<file path="src/rtl/qdr4_pkg.sv">
package qdr4_pkg;
    localparam int BURST = 4;
    typedef logic [1:0] beat_t;
    localparam beat_t RD_SLOT  = 2'd0;
    localparam beat_t COMMIT   = 2'd1;
    localparam beat_t WR_SLOT  = 2'd2;
    localparam beat_t WR_WORD1 = 2'd3;
endpackage

</file>
<file path="src/rtl/qdr4_beat_seq.sv">
module qdr4_beat_seq
    import qdr4_pkg::*;
(
    input  logic  clk,
    input  logic  rst_n,
    output beat_t beat,
    output logic  cq,
    output logic  cqn
);
    typedef struct packed {
        beat_t beat;
        logic  cq;
        logic  cqn;
    } seq_t;

    seq_t d, q;

    always_comb begin
        d      = q;
        d.beat = q.beat + 2'd1;
        // even beats are K edges, odd beats are K# edges
        d.cq   = ~q.beat[0];
        d.cqn  = q.beat[0];
    end

    always_ff @(posedge clk) begin
        if (!rst_n) begin
            q.beat <= RD_SLOT;
            q.cq   <= 1'b0;
            q.cqn  <= 1'b1;
        end else begin
            q <= d;
        end
    end

    assign beat = q.beat;
    assign cq   = q.cq;
    assign cqn  = q.cqn;
endmodule

</file>
<file path="src/rtl/qdr4_wr_collect.sv">
module qdr4_wr_collect
    import qdr4_pkg::*;
#(
    parameter int AW = 4,
    parameter int W  = 8
) (
    input  logic                    clk,
    input  logic                    rst_n,
    input  beat_t                   beat,
    input  logic [AW-1:0]           addr,
    input  logic                    wr_sel_n,
    input  logic [W-1:0]            wdata,
    output logic                    commit,
    output logic [AW-1:0]           commit_addr,
    output logic [BURST-1:0][W-1:0] commit_data
);
    typedef struct packed {
        logic                    act;
        logic [AW-1:0]           addr;
        logic [BURST-2:0][W-1:0] wd;
    } wr_t;

    wr_t d, q;

    always_comb begin
        d      = q;
        commit = 1'b0;
        case (beat)
            WR_SLOT: begin
                d.act   = ~wr_sel_n;
                d.addr  = addr;
                d.wd[0] = wdata;
            end
            WR_WORD1: d.wd[1] = wdata;
            RD_SLOT:  d.wd[2] = wdata;
            default: begin
                commit = q.act;
                d.act  = 1'b0;
            end
        endcase
    end

    assign commit_addr = q.addr;
    assign commit_data = {wdata, q.wd};

    always_ff @(posedge clk) begin
        if (!rst_n) q <= '0;
        else        q <= d;
    end
endmodule

</file>
<file path="src/rtl/qdr4_rd_path.sv">
module qdr4_rd_path
    import qdr4_pkg::*;
#(
    parameter int AW = 4,
    parameter int W  = 8
) (
    input  logic                    clk,
    input  logic                    rst_n,
    input  beat_t                   beat,
    input  logic [AW-1:0]           addr,
    input  logic                    rd_sel_n,
    input  logic [BURST-1:0][W-1:0] arr_word,
    input  logic                    commit,
    input  logic [AW-1:0]           commit_addr,
    input  logic [BURST-1:0][W-1:0] commit_data,
    output logic [W-1:0]            rdata,
    output logic                    rvalid
);
    typedef struct packed {
        logic                    pend;
        logic [AW-1:0]           raddr;
        logic [BURST-1:0][W-1:0] rbuf;
        logic [BURST-1:0][W-1:0] obuf;
        logic [W-1:0]            rdata;
        logic                    rvalid;
    } rd_t;

    rd_t d, q;

    always_comb begin
        d = q;
        case (beat)
            RD_SLOT: begin
                // hand the pending burst to the output stage, then take a new read
                d.rvalid = q.pend;
                if (q.pend) begin
                    d.obuf  = q.rbuf;
                    d.rdata = q.rbuf[0];
                end
                d.pend  = ~rd_sel_n;
                d.raddr = addr;
                d.rbuf  = arr_word;
            end
            COMMIT: begin
                if (q.rvalid) d.rdata = q.obuf[1];
                // forward a write that completes after this read was taken
                if (commit && q.pend && commit_addr == q.raddr)
                    d.rbuf = commit_data;
            end
            WR_SLOT:  if (q.rvalid) d.rdata = q.obuf[2];
            default:  if (q.rvalid) d.rdata = q.obuf[3];
        endcase
    end

    always_ff @(posedge clk) begin
        if (!rst_n) q <= '0;
        else        q <= d;
    end

    assign rdata  = q.rdata;
    assign rvalid = q.rvalid;
endmodule

</file>
<file path="src/rtl/qdr4_sram.sv">
module qdr4_sram
    import qdr4_pkg::*;
#(
    parameter int GROUPS = 16,
    parameter int W      = 8,
    localparam int AW    = (GROUPS > 1) ? $clog2(GROUPS) : 1
) (
    input  logic          clk,
    input  logic          rst_n,
    input  logic [AW-1:0] addr,
    input  logic          rd_sel_n,
    input  logic          wr_sel_n,
    input  logic [W-1:0]  wdata,
    output logic [W-1:0]  rdata,
    output logic          rvalid,
    output logic          cq,
    output logic          cqn
);
    beat_t                   beat;
    logic                    commit;
    logic [AW-1:0]           commit_addr;
    logic [BURST-1:0][W-1:0] commit_data;
    logic [BURST-1:0][W-1:0] arr_word;
    logic [BURST-1:0][W-1:0] mem [GROUPS];

    qdr4_beat_seq u_seq (
        .clk   (clk),
        .rst_n (rst_n),
        .beat  (beat),
        .cq    (cq),
        .cqn   (cqn)
    );

    qdr4_wr_collect #(.AW(AW), .W(W)) u_wr (
        .clk         (clk),
        .rst_n       (rst_n),
        .beat        (beat),
        .addr        (addr),
        .wr_sel_n    (wr_sel_n),
        .wdata       (wdata),
        .commit      (commit),
        .commit_addr (commit_addr),
        .commit_data (commit_data)
    );

    always_ff @(posedge clk) begin
        if (commit) mem[commit_addr] <= commit_data;
    end

    assign arr_word = mem[addr];

    qdr4_rd_path #(.AW(AW), .W(W)) u_rd (
        .clk         (clk),
        .rst_n       (rst_n),
        .beat        (beat),
        .addr        (addr),
        .rd_sel_n    (rd_sel_n),
        .arr_word    (arr_word),
        .commit      (commit),
        .commit_addr (commit_addr),
        .commit_data (commit_data),
        .rdata       (rdata),
        .rvalid      (rvalid)
    );
endmodule

</file>
<file path="config.mk">
export PLATFORM = sky130hd
export DESIGN_NAME = qdr4_sram
export DESIGN_NICKNAME = d
export VERILOG_FILES = /design/src/rtl/qdr4_pkg.sv /design/src/rtl/qdr4_beat_seq.sv /design/src/rtl/qdr4_wr_collect.sv /design/src/rtl/qdr4_rd_path.sv /design/src/rtl/qdr4_sram.sv
export SDC_FILE = /design/constraint.sdc
export NUM_CORES = 1
export LEC_CHECK = 0
export BUFFER_PORTS_ARGS = -buffer_cell sky130_fd_sc_hd__buf_4
export CAP_MARGIN = 25
export CORE_MARGIN = 2
export CORE_UTILIZATION = 32
export DETAILED_ROUTE_END_ITERATION = 7
export GPL_TIMING_DRIVEN = 1
export PLACE_DENSITY = 0.46
export SYNTH_ARGS = -nofsm -noshare
export SYNTH_HDL_FRONTEND = slang
export SYNTH_SLANG_ARGS = --single-unit
export TNS_END_PERCENT = 5
</file>
<file path="constraint.sdc">
create_clock -name clk -period 10.9 [get_ports clk]
set_input_delay 1.09 -clock clk [delete_from_list [all_inputs] [get_ports clk]]
set_output_delay 1.09 -clock clk [all_outputs]
set_load 0.02 [all_outputs]
</file>
==> impl_metrics.py, run 1 <==
metrics = {
    "status": {
        "status": "complete, no violations",
    },
    "synthesis": {
        "async_flop_share_pct": 0,
        "ys_seq_elements": 614,
        "muxShareOfSynthArea_pct": 14.82,
        "synthTopCellsByArea": "edfxtp_1, dfxtp_1, mux4_2",
        "syn_area_per_cell_sq_um": 18.09,
        "synth.top_cell.area_share_pct": 63.47,
        "synthFlopType": "edfxtp_1",
        "synth.net_count": 1360,
        "seq_area_frac_synth_pct": 71.90,
        "synth_compound_area_share_pct": 6.354,
        "synthAdderAreaFrac_pct": 0.2583,
        "netlist_area_sq_um": 24220,
        "synthSimpleGateAreaFrac_pct": 3.063,
        "netlist_instances": 1339,
        "synth_edf_count": 512,
        "synth_xor_xnor_area_share_pct": 0.1446,
        "yosys.area.top_type": "edfxtp_1",
        "yosysWarnings": 0,
        "ys_types": 43,
        "synth_top_family_by_area": "multiplexers",
    },
    "final_layout": {
        "drive_gt1_share_pct": 23.29,
        "insertedDiodeCount": 0,
        "nets": 1396,
        "area.growth.synth_to_final_pct": 13.24,
    },
    "power": {
        "p_leak_nw": 8.771,
        "vdd_ir_drop_max_v": 0.0001052,
        "power_density_nw_per_um2": 187.3,
    },
    "min_path": {
        "hp-class": "reg2reg",
    },
    "global_route": {
        "grt.overflow.total": 0,
        "grt_pass1_vias": 13090,
        "track_usage_pct": 17.00,
        "grt_pass1_wl_microns": 95110,
        "antenna_found_initial": 1,
        "grt_max_degree": 72,
    },
    "placed_design": {
        "dp_slack_ns": 6.432,
        "gp_congestion": 0.7391,
        "hpwl_microns": 35930,
        "port_buffers": 26,
    },
    "clocking": {
        "clk_latency_ns": 0.61,
        "cts_max_level": 3,
        "cts_tree": "done",
        "clk_pin_slew_ns": 0.06,
        "cts.sinks": 614,
        "root_buffer": "clkbuf_16",
        "postCtsSetupRepairBufs": 0,
        "ctsHoldBuffers": 0,
        "cts_buffer_depth": 3,
        "cts_buffers": 68,
        "cts_resized": 0,
    },
    "floorplanning": {
        "dieHeight_microns": 279.1,
        "num_rows": 100,
        "die_area_sq_um": 77910,
        "core-area_sq_um": 74700,
        "io_pins": 27,
        "die_w_microns": 279.1,
        "initial_utilization_pct": 32.43,
    },
    "sta": {
        "setup_tns_ns": 0,
        "slew_headroom_pct": 31.99,
        "final-setup-viol-count": 0,
        "drv_slew": 0,
        "rsz0062_at_grt": "no",
        "tightest_slew_ns": 1.018,
        "setup_slack_ns": 7.105,
        "max_clock_freq_ghz": 0.2635,
        "clock-skew-final_ns": 0.01851,
        "min_period_ns": 3.795,
        "layout_worst_path_cycle_share_pct": 34.81,
        "hold_viol": 0,
    },
    "setup_path": {
        "critPathRequiredTime_ns": 11.32,
        "cp.arrival_ns": 4.22,
        "r2r_start": "u_seq.beat[0]$_SDFF_PN0_",
        "critical_path_class": "in2reg",
        "crit_start": "addr[0]",
        "start_kind": "input pin",
        "r2r-end": "mem[13][13]$_DFFE_PP_",
        "end_kind": "flip-flop",
        "critical_path.max_fanout": 63,
        "endpoint": "u_rd.q[66]$_SDFFE_PN0P_",
        "rr_worst_depth": 4,
        "rrSetupSlack_ns": 7.28,
    },
    "routing": {
        "drt-total-wl_microns": 65480,
        "first_pass_iters": 5,
        "vias": 12640,
        "routedWlPerCell_microns": 27.30,
        "first_iter_violations": 1091,
        "ant_nets": 0,
        "drc": 0,
        "routed_via_density": 5.269,
    },
    "flow_run": {
        "maxCapViolations": 0,
    },
}
==> registers in the layout, summed over array words and instances, names as in the netlist <==
signal            cells
u_wr.commit_data     24
u_seq.beat            2
u_seq.cqn             1
mem                 512
u_rd.q               61
u_wr.q                1
u_rd.rvalid           1
u_rd.rdata            8
u_wr.commit_addr      4
==> cell type report <==
cell class	count	area, sq um
Fill cell	6868	47270
Sequential cell	614	17420
Clock inverter	27	227.7
Inverter	6	25.02
Tap cell	969	1212
Timing Repair Buffer	68	573.1
Multi-Input combinational cell	617	6088
Clock buffer	98	1887
==> Yosys cell counts, drive strengths merged (3+ instances only) <==
cell type,count
a21oi,58
a221oi,64
a222oi,8
and2,3
buf,61
clkbuf,19
dfxtp,102
dlygate4sd1,15
dlygate4sd3,3
dlymetal6s2s,4
edfxtp,512
ha,5
inv,6
mux2,32
mux2i,104
mux4,96
nand2,61
nand2b,4
nand3,33
nor2,57
nor3,4
o21ai,40
o22ai,33
xnor2,4
==> power breakdown <==
part	switching [mW]	leakage [nW]	internal (mW)	total [mW]
sequential	0.0458	5.47	2.57	2.62
combinational	0.206	2.27	0.117	0.323
clock	0.918	1.03	1.28	2.20
==> cell usage in the layout, fill, tap and decap left out, types with 4 or more instances in the layout <==
cell / Yosys / final
xnor2_1: 4 / 4
mux2i_1: 104 / 104
nand3_1: 33 / 33
o22ai_1: 32 / 32
o21ai_0: 8 / 8
nor2_1: 57 / 44
a221oi_2: 30 / 30
mux2_2: 32 / 32
inv_1: 5 / 4
clkinv_1: 0 / 9
nand2_1: 61 / 61
clkbuf_1: 18 / 25
a222oi_1: 8 / 8
a221oi_1: 34 / 34
a21oi_1: 58 / 58
dfxtp_1: 102 / 102
mux4_1: 7 / 7
nor3_2: 0 / 4
edfxtp_1: 512 / 512
clkbuf_16: 0 / 70
inv_6: 0 / 4
o21ai_1: 32 / 32
mux4_2: 89 / 89
nor2_4: 0 / 12
ha_1: 5 / 4
clkinv_2: 0 / 9
buf_4: 13 / 63
==> how the worst min path moves through the flow <==
| stage | from | end | slack (ns) | depth (start not counted) |
|---|---|---|---|---|
| 2_1_floorplan | u_rd.q[49]$_SDFFE_PN0P_ | u_rd.q[17]$_SDFFE_PN0P_ | 0.43 | 2 |
| 3_3_place_gp | u_rd.q[64]$_SDFFE_PN0P_ | u_rd.q[32]$_SDFFE_PN0P_ | 0.44 | 2 |
| 3_5_place_dp | u_rd.q[64]$_SDFFE_PN0P_ | u_rd.q[32]$_SDFFE_PN0P_ | 0.45 | 2 |
| 4_1_cts | u_rd.q[28]$_SDFFE_PN0P_ | u_rd.q[28]$_SDFFE_PN0P_ | 0.46 | 2 |
| 5_1_grt | u_rd.q[63]$_SDFFE_PN0P_ | u_rd.q[31]$_SDFFE_PN0P_ | 0.46 | 2 |
| 6_report | u_rd.q[63]$_SDFFE_PN0P_ | u_rd.q[31]$_SDFFE_PN0P_ | 0.45 | 2 |
==> critical path: stages <==
cell	delay, ns
buf_8	0.55
buf_4	0.67
buf_4	0.66
mux4_2	0.59
mux2_2	0.27
a21oi_1	0.19
a221oi_2	0.09
==> metrics by stage <==
step                      area [sq um]  power, mW  hold slack (ns)  std cells  utilization [%]
final                            27430      5.137           0.4520       2399            36.72
after global routing             27430      5.310           0.4635       2399            36.72
after CTS                        27400      5.199           0.4558       2398            36.69
after detailed placement         25290      2.990           0.4470       2273            33.85
after global placement           25230      2.984           0.4405       2270            33.78
after floorplan                  24220      2.872           0.4319       1339                -
==> per-layer routing <==
metal	global-route usage [%]	wire length, microns	part of all wire [%]	vias up
li1	-	-	-	5471
met1	23.76	29990	46	6728
met2	27.45	31190	48	348
met3	2.703	2882	4.4	93
met4	4.825	1422	2.2	0
met5	0	0	0	-
==> kinds of logic (layout without fill, tap and decap cells) <==
group                    after synthesis  count (layout)
XOR/XNOR                               4               4
flip-flops                           614             614
buffers and inverters                108             199
AO/OA/AOI/OAI                        204             204
adder cells (fa/ha/maj)                5               5
multiplexers                         232             232
AND/OR/NAND/NOR                      172             172
Note: power is estimated with default switching activity, not from simulation.
==> run 2, diff against run 1 <==
ABC_AREA = 1   (was not set)
clock period = 3.7 ns   (was 10.9 ns; I/O delays follow)
==> run 2 against run 1 <==
Area after synthesis up 9.1%. Final area up 9.7%. Worst setup slack worse by 5.8 ns. Sequential share of layout area down 5.6 points. Clock power rose to 3.1 times the previous value. Global-route usage up 1.2 points. Clock skew up 0.0017 ns. Combinational power rose to 3.4 times the previous value. Critical path depth up 1. First-iteration DRC count up 25%. Critical path type is now reg2reg.
==> impl_metrics.py, run 2 <==
metrics = {
    "routing": {
        "routed_via_density": 4.748,
        "drc": 0,
        "first_pass_iters": 5,
        "vias": 18100,
        "ant_nets": 0,
        "drt-total-wl_microns": 76930,
        "first_iter_violations": 1361,
        "routedWlPerCell_microns": 20.18,
    },
    "setup_path": {
        "r2r-end": "u_rd.rdata[4]$_SDFFE_PN0P_",
        "crit_chain": "inv_1 > ha_1 > buf_4 > clkinv_1 > a21oi_1 > nor2_2 > o21ai_0 > a31oi_1",
        "critical_path.max_fanout": 25,
        "crit_buf_inv": 3,
        "rrSetupSlack_ns": 1.31,
        "r2r_start": "u_seq.beat[0]$_SDFF_PN0_",
        "slowest_stage": "nor2_2",
        "cp.arrival_ns": 2.91,
        "rr_worst_depth": 8,
        "start_kind": "flip-flop",
        "critical_path_class": "reg2reg",
        "slowest_delay_ns": 0.58,
        "critical_path.top_delay_family": "buffers and inverters",
        "critPathRequiredTime_ns": 4.22,
        "end_kind": "flip-flop",
    },
    "sta": {
        "setup_slack_ns": 1.314,
        "drv_slew": 0,
        "clock-skew-final_ns": 0.02026,
        "min_period_ns": 2.386,
        "setup_tns_ns": 0,
        "slew_headroom_pct": 35.07,
        "tightest_slew_ns": 0.9729,
        "layout_worst_path_cycle_share_pct": 64.48,
        "rsz0062_at_grt": "no",
        "final-setup-viol-count": 0,
        "hold_viol": 0,
        "max_clock_freq_ghz": 0.4192,
    },
    "floorplanning": {
        "initial_utilization_pct": 32.23,
        "io_pins": 27,
        "die_w_microns": 291.4,
        "dieHeight_microns": 291.4,
        "core-area_sq_um": 81980,
        "num_rows": 105,
        "die_area_sq_um": 84880,
    },
    "clocking": {
        "cts_max_level": 3,
        "postCtsSetupRepairBufs": 0,
        "clk_latency_ns": 0.61,
        "cts_tree": "done",
        "cts_buffer_depth": 3,
        "cts_resized": 0,
        "cts_buffers": 70,
        "cts.sinks": 614,
        "clk_pin_slew_ns": 0.06,
        "root_buffer": "clkbuf_16",
    },
    "global_route": {
        "grt_pass1_wl_microns": 115100,
        "track_usage_pct": 18.15,
        "grt_max_degree": 110,
        "grt_pass1_vias": 17910,
        "grt.overflow.total": 0,
        "antenna_found_initial": 0,
    },
    "synthesis": {
        "syn_area_per_cell_sq_um": 9.793,
        "netlist_area_sq_um": 26420,
        "yosysWarnings": 0,
        "ys_types": 30,
        "synthTopCellsByCount": "nand2_1, edfxtp_1, inv_1",
        "synthTopCellsByArea": "edfxtp_1, nand2_1, nand3_1",
        "synth.most_common_cell": "nand2_1",
        "ys_seq_elements": 614,
        "yosys.area.top_type": "edfxtp_1",
        "netlist_instances": 2698,
        "synthFlopType": "edfxtp_1",
        "synth.net_count": 2719,
        "seq_area_frac_synth_pct": 65.92,
        "async_flop_share_pct": 0,
        "synth_edf_count": 512,
        "synth.top_cell.area_share_pct": 58.19,
    },
    "power": {
        "p_leak_nw": 12.59,
        "power_density_nw_per_um2": 520.2,
        "vdd_ir_drop_max_v": 0.0003127,
    },
    "final_layout": {
        "largest-register": "mem",
        "area.growth.synth_to_final_pct": 13.92,
        "drive_gt1_share_pct": 7.257,
        "fin_util_pct": 36.72,
        "largest_reg_flops": 512,
        "layout_commonest_cell": "nand2_1",
        "nets": 2711,
        "layout_common_cells": "nand2_1, edfxtp_1, inv_1, nand3_1, dfxtp_1",
    },
    "flow_run": {
        "maxCapViolations": 0,
    },
    "min_path": {
        "holdPathStages": 3,
        "worstHoldStart": "wr_sel_n",
        "hp-class": "in2reg",
        "hold_end": "u_wr.q[28]$_SDFFE_PN0N_",
    },
    "placed_design": {
        "gp_congestion": 0.7695,
        "dp_slack_ns": 1.200,
        "hpwl_microns": 41150,
        "port_buffers": 26,
    },
    "status": {
        "status": "complete, no violations",
    },
}
==> run 2: per-layer routing <==
| metal | vias to the layer above | global-route usage [%] | part of all wire [%] |
|---|---|---|---|
| li1 | 8715 | - | - |
| met1 | 8825 | 24.00 | 45 |
| met2 | 424 | 30.54 | 48 |
| met3 | 139 | 2.756 | 4.4 |
| met4 | 0 | 5.896 | 2.9 |
| met5 | - | 0 | 0 |
==> run 2: worst max-delay path by stage <==
stage	start	end	depth (start not counted)
floorplan	u_seq.beat[0]$_SDFF_PN0_	mem[10][0]$_DFFE_PP_	6
global route	u_seq.beat[0]$_SDFF_PN0_	u_rd.rdata[4]$_SDFFE_PN0P_	8
detailed placement	addr[0]	u_rd.q[60]$_SDFFE_PN0P_	10
CTS	u_seq.beat[0]$_SDFF_PN0_	u_rd.rdata[4]$_SDFFE_PN0P_	8
global placement	addr[0]	u_rd.q[56]$_SDFFE_PN0P_	11
finish	u_seq.beat[0]$_SDFF_PN0_	u_rd.rdata[4]$_SDFFE_PN0P_	8
==> run 2: per-stage QoR <==
| stage | total power, mW | std cells | cell area [sq um] | hold slack, ns |
|---|---|---|---|---|
| after detailed placement | 9.100 | 3687 | 27890 | 0.4461 |
| after floorplan | 8.632 | 2698 | 26420 | 0.4296 |
| after global routing | 16.23 | 3812 | 30100 | 0.04198 |
| final | 15.66 | 3813 | 30100 | 0.07008 |
| after CTS | 15.85 | 3812 | 30100 | 0.02613 |
| after global placement | 9.089 | 3687 | 27890 | 0.4399 |
==> run 2: repair_timing <==
item                       in CTS  in global routing
hold buffers                    1                  0
setup endpoints to repair       0                  0
hold endpoints to repair        1                  0
==> run 2: logic make-up (layout without fill, tap and decap cells) <==
logic type | count (synthesis) | after routing | share of synthesized area [%]
other cells | 0 | 1 | 0
flops | 614 | 614 | 65.92
buf+inv | 599 | 643 | 9.281
compound gates | 189 | 189 | 4.006
xor+xnor | 4 | 4 | 0.1326
fa+ha+maj | 5 | 5 | 0.2368
simple gates | 1287 | 1287 | 20.43
==> run 2: where the power goes <==
part / internal, mW / switching, mW / leakage (nW)
Sequential: 7.66 / 0.177 / 5.71
Clock: 3.94 / 2.77 / 1.07
Combinational: 0.327 / 0.781 / 5.82
==> run 2: final cells by class <==
| class | count | area [sq um] |
|---|---|---|
| Clock buffer | 97 | 1978 |
| Fill cell | 8190 | 51880 |
| Sequential cell | 614 | 17420 |
| Tap cell | 1070 | 1339 |
| Timing Repair Buffer | 76 | 792.0 |
| Inverter | 443 | 1674 |
| Clock inverter | 27 | 220.2 |
| Antenna cell | 1 | 2.502 |
| Multi-Input combinational cell | 1485 | 6679 |
==> run 2: tightest hold or removal path: cells and delay by family <==
kind | cells | cell delay (ns)
compound gates | 2 | 0.18
buf+inv | 1 | 0.07
